===== src/rtl/pow2_round_pkg.sv =====
package pow2_round_pkg;
  // strobes from control to datapath
  typedef struct packed {
    logic load;
    logic clear;
  } rndStrobe_t;
endpackage


===== src/rtl/pow2_round_ctrl.sv =====
module pow2_round_ctrl
  import pow2_round_pkg::*;
(
  input  logic       clk,
  input  logic       rstN,
  input  logic       inValid,
  output rndStrobe_t strb,
  output logic       outValid
);
  always_comb begin
    strb.clear = !rstN;
    strb.load  = inValid && rstN;
  end

  always_ff @(posedge clk) begin
    if (!rstN) outValid <= 1'b0;
    else       outValid <= inValid;
  end


  valid_lat_chk: assert property (@(posedge clk) disable iff (!rstN)
    $past(rstN) |-> (outValid == $past(inValid)));
endmodule


===== src/rtl/pow2_round_dp.sv =====
module pow2_round_dp
  import pow2_round_pkg::*;
#(
  parameter int W      = 25,
  parameter int FRAC_W = 16,
  parameter int OUT_W  = 8
) (
  input  logic             clk,
  input  rndStrobe_t       strb,
  input  logic [W-1:0]     inWord,
  output logic [OUT_W-1:0] outWord,
  output logic             outOvf
);
  localparam int INT_W = W - FRAC_W;
  localparam int SUM_W = INT_W + 1;
  localparam logic signed [SUM_W-1:0] MAX_V = SUM_W'((1 << (OUT_W-1)) - 1);
  localparam logic signed [SUM_W-1:0] MIN_V = -SUM_W'(1 << (OUT_W-1));

  logic                    isNeg, halfBit, lowNz, incr;
  logic signed [SUM_W-1:0] floorV, sumV;
  logic                    hiOvf, loOvf;
  logic [OUT_W-1:0]        nextWord;

  always_comb begin
    isNeg   = inWord[W-1];
    halfBit = inWord[FRAC_W-1];
    lowNz   = |inWord[FRAC_W-2:0];
    // ties away from zero: negatives need a strictly-above-half fraction
    incr    = isNeg ? (halfBit && lowNz) : halfBit;
    floorV  = {inWord[W-1], inWord[W-1:FRAC_W]};
    sumV    = floorV + SUM_W'(incr);
    hiOvf   = sumV > MAX_V;
    loOvf   = sumV < MIN_V;
    if (hiOvf)      nextWord = MAX_V[OUT_W-1:0];
    else if (loOvf) nextWord = MIN_V[OUT_W-1:0];
    else            nextWord = sumV[OUT_W-1:0];
  end

  always_ff @(posedge clk) begin
    if (strb.clear) begin
      outWord <= '0;
      outOvf  <= 1'b0;
    end else if (strb.load) begin
      outWord <= nextWord;
      outOvf  <= hiOvf || loOvf;
    end
  end


  sat_range_chk: assert property (@(posedge clk) disable iff (strb.clear)
    outOvf |-> (outWord == MAX_V[OUT_W-1:0] || outWord == MIN_V[OUT_W-1:0]));

  hold_chk: assert property (@(posedge clk) disable iff (strb.clear)
    (!$past(strb.load) && !$past(strb.clear)) |-> ($stable(outWord) && $stable(outOvf)));

  reset_chk: assert property (@(posedge clk)
    strb.clear |=> (outWord == '0 && !outOvf));

  pos_sign_chk: assert property (@(posedge clk) disable iff (strb.clear)
    (strb.load && !inWord[W-1]) |=> !outWord[OUT_W-1]);

  neg_sign_chk: assert property (@(posedge clk) disable iff (strb.clear)
    (strb.load && inWord[W-1]) |=> (outWord[OUT_W-1] || outWord == '0));
endmodule


===== src/rtl/pow2_round_div.sv =====
module pow2_round_div
  import pow2_round_pkg::*;
#(
  parameter int DATA_W = 24,
  parameter int FRAC_W = 16,
  parameter int OUT_W  = 8,
  localparam int W = DATA_W + 1
) (
  input  logic             clk,
  input  logic             rstN,
  input  logic             inValid,
  input  logic [W-1:0]     inWord,
  output logic             outValid,
  output logic [OUT_W-1:0] outWord,
  output logic             outOvf
);
  rndStrobe_t strb;

  pow2_round_ctrl u_ctrl (
    .clk(clk), .rstN(rstN), .inValid(inValid), .strb(strb), .outValid(outValid)
  );

  pow2_round_dp #(.W(W), .FRAC_W(FRAC_W), .OUT_W(OUT_W)) u_dp (
    .clk(clk), .strb(strb), .inWord(inWord), .outWord(outWord), .outOvf(outOvf)
  );
endmodule


===== config.mk =====
export PLATFORM = sky130hd
export DESIGN_NAME = pow2_round_div
export DESIGN_NICKNAME = d
export VERILOG_FILES = /design/src/rtl/pow2_round_pkg.sv /design/src/rtl/pow2_round_ctrl.sv /design/src/rtl/pow2_round_dp.sv /design/src/rtl/pow2_round_div.sv
export SDC_FILE = /design/constraint.sdc
export NUM_CORES = 1
export LEC_CHECK = 0
export ABC_AREA = 0
export ABC_CLOCK_PERIOD_IN_PS = 3200
export BUFFER_PORTS_ARGS = -buffer_cell sky130_fd_sc_hd__clkbuf_2
export CAP_MARGIN = 20
export CORE_MARGIN = 2
export CORE_UTILIZATION = 40
export DETAILED_ROUTE_END_ITERATION = 10
export PLACE_DENSITY = 0.84
export SLEW_MARGIN = 15
export SYNTH_ARGS = -nofsm -noshare
export SYNTH_HDL_FRONTEND = slang
export SYNTH_SLANG_ARGS = --single-unit

===== constraint.sdc =====
create_clock -name clk -period 3.2 [get_ports clk]
set_clock_uncertainty 0.2 [all_clocks]
set_input_delay 0.48 -clock clk [delete_from_list [all_inputs] [get_ports clk]]
set_output_delay 0.48 -clock clk [all_outputs]
set_load 0.01 [all_outputs]

-- Word-level counts from Yosys, hierarchy flattened
Index checks and enable logic that the tools add are counted.
- output and inout port bits: 10
- word-level logic and storage cells: 13
- register bits after elaboration: 10
- memories kept: 0
- bits in latches: 0
- memory bits (writable): 0
- bits of input ports: 28
- memory bits (read-only): 0
- divide/modulo/power cells: 0
- add/subtract/negate cells: 1
- $lt $le $gt $ge: 2
- multiplexer cells: 3
- reductions and logical operators: 4
- multipliers: 0
- shifts and indexed selects: 0
- eq/ne operators: 0
- bitwise gates (word level): 0
- operators by type and width (operator ; number):
    2-to-1 mux 8 bit ; 2
    OR reduction 15 bit ; 1
    adder 9 x 2 -> 10 bit ; 1
    > comparator 10 x 8 -> 1 bit, second input constant ; 1
    < comparator 10 x 8 -> 1 bit, second input constant ; 1
    logical AND 1 bit ; 2
    logical OR 1 bit ; 1
    2-to-1 mux 1 bit ; 1

-- Depth between registers and ports, before layout
Gate-level depths: netlist of run 1.
- depth in word-level cells: 7
- depth in mapped cells: 9
- mapped depth without buffers: 9

-- Hierarchy
Synthesis of run 1 repeated with hierarchy kept, for this count alone.
- cells, all modules: 80
- area total of the unflattened synthesis: 659.4 um2
- by module, submodules not included (module ; cells each ; times used ; area an instance (um2) ; sequential area each (um2)):
    pow2_round_dp ; 76 ; 1 ; 623.1 ; 180.2
    pow2_round_ctrl ; 4 ; 1 ; 36.3 ; 20.0

-- Worst setup path before layout of run 1
No wires, ideal clock.
- path kind: input-to-reg
- start: in inWord[24]
- end: reg u_dp.outWord[0]
- library setup time: 0.092 ns
- arrival: 2.273 ns
- data required time: 2.908 ns
- stages: 9
- setup slack: 0.635 ns
- path buffers: 0
- cells stage by stage: inv_1 -> nor4_1 -> a41oi_1 -> ha_1 -> ha_1 -> and4_2 -> a31oi_2 -> nor2_1 -> o32ai_1
- longest elaborated chain between the ends: 5
- elaborated cells on any way between the ends: 6
- those cells by class: 1 x add/sub; 2 x order compare; 3 x mux
- ends and longest elaborated chain (item ; RTL line ; RTL):
    start: declaration ; pow2_round_div.sv:12 ; input logic [W-1:0] inWord,
    2-to-1 mux 1 bit ; pow2_round_dp.sv:29 ; incr = isNeg ? (halfBit && lowNz) : halfBit;
    adder 9 x 2 -> 10 bit * ; pow2_round_dp.sv:31 ; sumV = floorV + SUM_W'(incr);
    < comparator 10 x 8 -> 1 bit ; pow2_round_dp.sv:33 ; loOvf = sumV < MIN_V;
    2-to-1 mux 8 bit ; pow2_round_dp.sv:35 ; else if (loOvf) nextWord = MIN_V[OUT_W-1:0];
    2-to-1 mux 8 bit * ; pow2_round_dp.sv:34 ; if (hiOvf) nextWord = MAX_V[OUT_W-1:0];
    end signal: assignment ; pow2_round_dp.sv:44 ; outWord <= nextWord;
    end: declaration ; pow2_round_dp.sv:11 ; output logic [OUT_W-1:0] outWord,
Mark *: on every way between the ends. The rest lies on a longest branch, timed or not.
A chain may end at the register's enable or synchronous reset.

-- Final worst setup path of run 1
- start: in inWord[24]
- end: reg u_dp.outWord[1]
The elaborated chain is that of the path after synthesis.

==> results.cfg, run 1 <==
[layout]
fin_cells = 134
final_nets = 149
drive_gt1_frac = 0.407
multi_input_area_sq_um = 458
nFillCells = 137
seqCellArea_sq_um = 200
diodes = 0
areaGrowthSynthToFinish_pct = 34.4

[synthesis]
synthCells = 79
netlist_area_sq_um = 681
synth_flop_cell = dfxtp_1
ys_seq_area_frac = 0.294
synth_most_common_cell = dfxtp_1
synth_top_family_by_area = compound AO/OA/AOI/OAI gates
synthAdderAreaFrac = 0.0368
synth_compound_area_frac = 0.368
yosys.area.top_type = dfxtp_1
yosys.area.top_type_share = 0.294
avgSynthCellArea_sq_um = 8.62
async_flop_share = 0
synth-seq-cells = 10
synthTopCellsByArea = dfxtp_1 (29%), o21ai_0 (6.6%), a31oi_1 (4.6%)
synth_mux_area_frac = 0
synth-edff-count = 0
synth-warning-count = 0
synthXorXnorAreaFrac = 0.0257
yosys-top-cells-count = dfxtp_1 (10), o21ai_0 (9), a31oi_1 (5), nand2_1 (5)
yosysUniqueCellTypes = 36
synthSimpleGateAreaFrac = 0.243
syn-num-nets = 109

[clocking]
cts_tree = yes
clkLatencyLatePin_ns = 0.27
cts_repair_resize_count = 0
clock_sink_count = 10
cts_buffers = 3
clkSlewWorstSetupHoldPaths_ns = 0.07
postCtsSetupBuffers = 0
htreeDepth = 1
clockBufferDepth = 2
cts_root_buffer = clkbuf_4
hold_buffers = 0

[power_and_ir_drop]
ir_drop_mv = 0.274
leakage_nw = 0.402
pwr-share-clk = 0.354
seq_power_share = 0.408
p_sw_frac = 0.295
totalPowerFinal_w = 0.000338
power.internal_w = 0.000238
p_sw_w = 0.0000998
comb_power_share = 0.238
p_per_area_nw_per_um2 = 370

[worst_setup_path]
r2r.worst_path.cells = 2
max_stage_delay_ns = 0.31
r2r-start = u_dp.outOvf
worstPathMaxFanout = 7
slowest_stage = and4_2
crit_path_end_kind = register
critical_path_class = primary input to register
cp.arrival_ns = 2.69
cp-start-kind = primary input
path_common_cell = ha_1
rrSetupSlack_ns = 2.32
crit_path_cell_trace = clkbuf_2, inv_1, nor4_1, a41oi_1, ha_1, ha_1, and4_2, a31oi_2, nor2_1, o32ai_1
required_ns = 3.18
r2r-end = u_dp.outOvf

[placed_design]
io_buffers = 37
place_congestion = 0.774
pre_cts_ws_ns = 0.239
place_hpwl_mm = 1.38
placed_cells = 130

[floorplanning]
initial_utilization = 0.437
ios = 38
die_y_um = 45.3
die-area_sq_um = 2050
rows = 14
coreArea_sq_um = 1560
die_width_um = 45.3

[timing]
worstMarginPinSlew_ns = 0.517
rsz0062_at_grt = no
drv_slew = 0
max_freq_mhz = 370
slew_headroom = 0.651
layout_setup_ws_ns = 0.496
tns_ns = 0
finalCritPeriodShare = 0.845
period_minus_slack_ns = 2.70
hold_viol_final = 0
setup-violations-final = 0

[grt]
antenna_found_initial = 0
grt_max_degree = 18
grt_pass1_vias = 698
grt_use_total = 0.189
grt_pass1_wl_mm = 2.85
overflow = 0

[job]
timing.max_cap.violations = 0

[route]
postRouteAntennaNets = 0
wire_per_inst_um = 13.4
via_count = 819
drt_iter0_markers = 37
firstDrtPassIters = 4
drc_errors = 0
routed_via_density = 6.11
wirelength_mm = 1.79

[worst_hold_path]
hp-class = register to register
hp-start = u_dp.outWord[4]
hold_depth = 2
whs_endpoint = u_dp.outWord[4]

[outcome]
status = finished, final reports clean
[per-layer routing]
metal,track usage,share of wire,wire length [um]
met1,0.234,0.43,768
met2,0.331,0.46,825
met3,0.0480,0.10,182
met4,0.0353,0.0078,14
met5,0,0,0
[layout by cell type (no fill, tap or decap), types with 2 or more instances in the layout]
master | Yosys | layout
clkbuf_2 | 0 | 37
ha_1 | 2 | 2
a31oi_1 | 5 | 5
o32ai_1 | 2 | 2
dfxtp_1 | 10 | 10
a41oi_1 | 2 | 2
a21boi_0 | 2 | 2
inv_1 | 4 | 4
nor2_1 | 3 | 3
nor4_1 | 4 | 4
and4_2 | 2 | 2
nand2_1 | 5 | 5
a211oi_1 | 2 | 2
nand3_1 | 3 | 3
o21ai_0 | 9 | 9
nor3_1 | 2 | 2
clkbuf_4 | 0 | 3
[logic make-up after synthesis]
logic type,Yosys count
and+or+nand+nor,26
DFF,10
xor gates and xnor gates,2
adders and majority gates,2
AOI/OAI and AO/OA,33
buffers and inverters,6
[layout make-up]
cell class / count / area share
Multi-Input combinational cell: 63 / 0.501
Sequential cell: 10 / 0.219
Timing Repair Buffer: 37 / 0.202
Clock buffer: 4 / 0.0397
Tap cell: 16 / 0.0219
Inverter: 4 / 0.0164
[worst max-delay path: cells and delay by family]
kind                       cells  cell delay (ns)
AOI/OAI and AO/OA              3             0.70
adders and majority gates      2             0.57
buffers and inverters          2             0.23
and+or+nand+nor                3             0.69
[through the flow]
step | cell area, sq um | util | hold WS [ns]
global route | 915 | 0.587 | 0.309
global placement | 878 | 0.563 | 0.263
floorplan | 681 | - | 0.296
CTS | 915 | 0.587 | 0.290
finish | 915 | 0.587 | 0.290
detailed placement | 878 | 0.563 | 0.281
[worst max path at each step]
stage	from	end	slack [ns]
floorplan	inWord[24]	u_dp.outWord[0]	0.63
global placement	inWord[24]	u_dp.outWord[1]	0.36
detailed placement	inWord[24]	u_dp.outWord[1]	0.24
CTS	inWord[24]	u_dp.outWord[0]	0.52
global route	inWord[24]	u_dp.outWord[0]	0.29
finish	inWord[24]	u_dp.outWord[1]	0.50
[power groups by stage]
stage | Sequential, W | Clock (W) | Combinational (W)
4_1_cts | 0.000138 | 0.000121 | 0.0000801
2_1_floorplan | 0.000145 | 0 | 0.0000358
5_1_grt | 0.000139 | 0.000125 | 0.0000888
3_3_place_gp | 0.000140 | 0 | 0.0000781
3_5_place_dp | 0.000141 | 0 | 0.0000795
6_report | 0.000138 | 0.000120 | 0.0000804
[state kept, by name, summed over array words and instances, names as in the netlist]
| register | count |
|---|---|
| u_dp.outWord | 8 |
| u_dp.outOvf | 1 |
| u_ctrl.outValid | 1 |
Note: power is estimated with default switching activity, not from simulation.
==> run 2, diff against run 1 <==
- ABC_CLOCK_PERIOD_IN_PS: 3200 -> 2500
- clock period: 3.2 -> 2.5 ns (I/O delays scaled with it)
==> run 2 against run 1 <==
Combinational power is 42% higher. Hold slack worse by 0.023 ns. Sequential share of layout area is 1.6 points lower. Sequential power is 28% higher. Highest routed layer unchanged. Critical endpoint is now u_dp.outWord[0]. Global-route usage is 1.4 points higher. Final area is 7.7% higher. Die area stayed put. Wire length is 10% higher.
==> results.cfg, run 2 (same netlist as run 1, synthesis figures left out) <==
[power_and_ir_drop]
pwr-share-clk = 0.334
ir_drop_mv = 0.300
leakage_nw = 0.436
seq_power_share = 0.405
p_sw_frac = 0.287
power.internal_w = 0.000311
p_sw_w = 0.000125
p_per_area_nw_per_um2 = 443
comb_power_share = 0.261

[timing]
finalCritPeriodShare = 0.919
slew_headroom = 0.792
setup-violations-final = 0
period_minus_slack_ns = 2.30
rsz0062_at_grt = no
tns_ns = 0
worstMarginPinSlew_ns = 0.308
holdWs_ns = 0.267
drv_slew = 0
layout_setup_ws_ns = 0.202
max_freq_mhz = 435
hold_viol_final = 0

[worst_setup_path]
crit_path_end_kind = register
r2r.worst_path.cells = 2
critical_path_class = primary input to register
cp-start-kind = primary input
crit_end = u_dp.outWord[0]
r2r-start = u_dp.outOvf
worstPathMaxFanout = 5
r2r-end = u_dp.outOvf
cp-startpoint = inWord[24]
cp.arrival_ns = 2.27
required_ns = 2.48
rrSetupSlack_ns = 1.63

[clocking]
htreeDepth = 1
cts_buffers = 3
clock_sink_count = 10
postCtsSetupBuffers = 0
cts_tree = yes
clkSlewWorstSetupHoldPaths_ns = 0.07
hold_buffers = 0
cts_root_buffer = clkbuf_4
clockBufferDepth = 2
clkLatencyLatePin_ns = 0.27

[route]
via_count = 833
wirelength_mm = 1.97
firstDrtPassIters = 4
drc_errors = 0
routed_via_density = 5.95
drt_iter0_markers = 15
wire_per_inst_um = 14.1
postRouteAntennaNets = 0
wl_met1_um = 812
wl_met2_um = 989
maxUsedRoutingLayer = met4
wl_met3_um = 127

[layout]
areaGrowthSynthToFinish_pct = 44.7
largestRegisters = u_dp.outWord (8), u_ctrl.outValid (1), u_dp.outOvf (1)
largest_reg_flops = 8
post-route-util = 0.632
nFillCells = 139
largest_register = u_dp.outWord
final_nets = 155
layout_commonest_cell = clkbuf_2
final_cell_mix = clkbuf_2 (37), dfxtp_1 (10), o21ai_0 (8), buf_4 (6)
drive_gt1_frac = 0.460
fin_cells = 140
diodes = 0

[grt]
grt_use_total = 0.203
overflow = 0
grt_pass1_wl_mm = 2.99
grt_max_degree = 18
antenna_found_initial = 0
grt_pass1_vias = 751

[placed_design]
place_hpwl_mm = 1.52
pre_cts_ws_ns = -0.174
placed_cells = 136
io_buffers = 37
place_congestion = 0.825

[floorplanning]
coreArea_sq_um = 1560
ios = 38
die_width_um = 45.3
rows = 14
die-area_sq_um = 2050
die_y_um = 45.3
initial_utilization = 0.437

[worst_hold_path]
hp-class = primary input to register

[outcome]
status = finished, final reports clean

[job]
timing.max_cap.violations = 0
==> run 2: power by group through the flow <==
stage / combinational, W / clock (W) / sequential, W
5_1_grt: 0.000125 / 0.000162 / 0.000178
6_report: 0.000114 / 0.000146 / 0.000177
4_1_cts: 0.000109 / 0.000148 / 0.000177
3_5_place_dp: 0.000108 / 0 / 0.000180
2_1_floorplan: 0.0000458 / 0 / 0.000186
3_3_place_gp: 0.000104 / 0 / 0.000179
==> run 2: what timing repair did <==
action,in CTS,in global routing
resized for setup,0,5
endpoints found under the setup margin,0,4
endpoints found under the hold margin,0,0
==> run 2: per-stage QoR <==
stage | instance area, sq um | total power (W)
final | 985 | 0.000436
after global routing | 985 | 0.000465
after CTS | 960 | 0.000434
after detailed placement | 923 | 0.000288
after global placement | 923 | 0.000284
after floorplan | 681 | 0.000231
==> run 2: per-layer routing <==
metal	GRT usage	up-vias
li1	-	408
met3	0.0720	7
met1	0.221	378
met5	0	-
met2	0.346	40
met4	0.100	0
==> run 2: how the worst min path moves through the flow <==
stage	cells after the start	endpoint	from
floorplan	2	u_dp.outWord[0]	u_dp.outWord[0]
global placement	2	u_dp.outWord[7]	u_dp.outWord[7]
detailed placement	2	u_dp.outWord[1]	u_dp.outWord[1]
CTS	3	u_dp.outWord[5]	rstN
global route	3	u_dp.outWord[6]	inWord[22]
finish	3	u_dp.outWord[5]	rstN
==> run 2: worst max-delay path: stages <==
cell      delay [ns]
clkbuf_2        0.09
inv_1           0.05
nor4_2          0.27
a41oi_1         0.15
ha_1            0.22
ha_1            0.23
and4_2          0.30
a31oi_4         0.23
nor2_1          0.09
o32ai_1         0.26
==> run 2: final cells by class <==
type / instances / area [sq um] / area share
inverter: 4 / 15.0 / 0.0152
clock buffer: 4 / 36.3 / 0.0368
multi-input combinational: 63 / 483 / 0.490
timing repair buffer: 43 / 230 / 0.234
sequential: 10 / 200 / 0.203
tap: 16 / 20.0 / 0.0203
==> run 3, diff against run 2 <==
- CTS_BUF_LIST: not set -> sky130_fd_sc_hd__clkbuf_8
==> run 3 against run 2 <==
Cell count stayed put. Utilization increased by 1.2 points. Non-clock buffer count did not move. Largest power group is now clock. Highest routed layer unchanged.
==> results.cfg, run 3 (same netlist as run 1, synthesis figures left out) <==
[outcome]
status = finished, final reports clean

[worst_setup_path]
r2r-start = u_dp.outOvf
cp.arrival_ns = 2.27
slowest_stage = and4_2
cp_top_family = simple AND/OR/NAND/NOR gates
crit_end = u_dp.outWord[0]
cp-start-kind = primary input
required_ns = 2.45
crit_path_end_kind = register
crit_buf_inv = 2
max_stage_delay_ns = 0.29
cp.depth = 10
crit_path_cell_trace = clkbuf_2, inv_1, nor4_2, a41oi_1, ha_1, ha_1, and4_2, a31oi_4, nor2_1, o32ai_1
rrSetupSlack_ns = 1.63
r2r-end = u_dp.outOvf
path_common_cell = ha_1
r2r.worst_path.cells = 2
cp-startpoint = inWord[24]
critical_path_class = primary input to register
worstPathMaxFanout = 5

[layout]
final_cell_mix = clkbuf_2 (37), dfxtp_1 (10), o21ai_0 (8), buf_4 (6)
largest_register = u_dp.outWord
largestRegisters = u_dp.outWord (8), u_ctrl.outValid (1), u_dp.outOvf (1)
largest_reg_flops = 8
drive_gt1_frac = 0.460
final_nets = 155
fin_cells = 140
areaGrowthSynthToFinish_pct = 47.4
layout_commonest_cell = clkbuf_2
nFillCells = 135
diodes = 0
seqCellArea_sq_um = 200
multi_input_area_sq_um = 483
post-route-util = 0.644

[clocking]
hold_buffers = 0
clock_sink_count = 10
htreeDepth = 1
cts_buffers = 3
cts_root_buffer = clkbuf_8
cts_tree = yes
clkSlewWorstSetupHoldPaths_ns = 0.05
postCtsSetupBuffers = 0
cts_repair_resize_count = 0
clockBufferDepth = 2
clkLatencyLatePin_ns = 0.24

[floorplanning]
die-area_sq_um = 2050
initial_utilization = 0.437
die_width_um = 45.3
rows = 14
coreArea_sq_um = 1560
die_y_um = 45.3
ios = 38

[timing]
layout_setup_ws_ns = 0.173
worstMarginPinSlew_ns = 0.317
period_minus_slack_ns = 2.33
max_freq_mhz = 430
hold_viol_final = 0
drv_slew = 0
rsz0062_at_grt = no
slew_headroom = 0.786
finalCritPeriodShare = 0.931
holdWs_ns = 0.286
tns_ns = 0
setup-violations-final = 0

[power_and_ir_drop]
power.internal_w = 0.000361
p_per_area_nw_per_um2 = 495
leakage_nw = 0.444
p_sw_frac = 0.272
comb_power_share = 0.230
ir_drop_mv = 0.345
pwr-share-clk = 0.413
p_sw_w = 0.000135
seq_power_share = 0.357

[route]
firstDrtPassIters = 4
via_count = 829
postRouteAntennaNets = 0
drc_errors = 0
drt_iter0_markers = 19
wire_per_inst_um = 14.4
routed_via_density = 5.92
wirelength_mm = 2.02

[grt]
grt_pass1_vias = 755
overflow = 0
grt_use_total = 0.206
grt_max_degree = 18
grt_pass1_wl_mm = 3.01
antenna_found_initial = 0

[placed_design]
io_buffers = 37
pre_cts_ws_ns = -0.174
placed_cells = 136
place_congestion = 0.825
place_hpwl_mm = 1.52

[job]
timing.max_cap.violations = 0

[worst_hold_path]
hp-class = register to register
==> run 3: cell count changes in the layout (fill, tap and decap cells not counted) <==
cell      previous run  this run
clkbuf_8             1         4
clkbuf_4             3         0
==> run 3: power groups by stage <==
stage | logic [W] | registers [W] | clock network (W)
after floorplan | 0.0000458 | 0.000186 | 0
after global placement | 0.000104 | 0.000179 | 0
after detailed placement | 0.000108 | 0.000180 | 0
after CTS | 0.000109 | 0.000177 | 0.000206
after global routing | 0.000126 | 0.000178 | 0.000217
final | 0.000114 | 0.000177 | 0.000205
==> run 3: worst min path at each step <==
stage,start,endpoint,slack [ns],depth (start not counted)
floorplan,u_dp.outWord[0],u_dp.outWord[0],0.30,2
global placement,u_dp.outWord[7],u_dp.outWord[7],0.26,2
detailed placement,u_dp.outWord[1],u_dp.outWord[1],0.28,2
CTS,rstN,u_dp.outWord[5],0.28,3
global route,u_dp.outWord[1],u_dp.outWord[1],0.29,2
finish,u_dp.outWord[1],u_dp.outWord[1],0.29,2
==> run 3: final cells by class <==
type	count	share of cell area
multi-input combinational	63	0.481
timing repair buffer	43	0.229
sequential	10	0.200
clock buffer	4	0.0549
tap	16	0.0200
inverter	4	0.0150
==> run 3: routing by layer <==
layer  GRT usage  routed length, um
met3      0.0560                146
met2       0.360               1020
met5           0                  0
met1       0.218                801
met4       0.124                 53
==> run 3: worst min-delay path: stages, from the launching register on <==
cell and delay [ns]:
dfxtp_1 0.31, nand2_1 0.05, o32ai_1 0.07
==> run 3: per-stage QoR <==
| stage | total power (W) | instance area [sq um] |
|---|---|---|
| final | 0.000497 | 1000 |
| after global routing | 0.000520 | 1000 |
| after CTS | 0.000493 | 978 |
| after detailed placement | 0.000288 | 923 |
| after global placement | 0.000284 | 923 |
| after floorplan | 0.000231 | 681 |
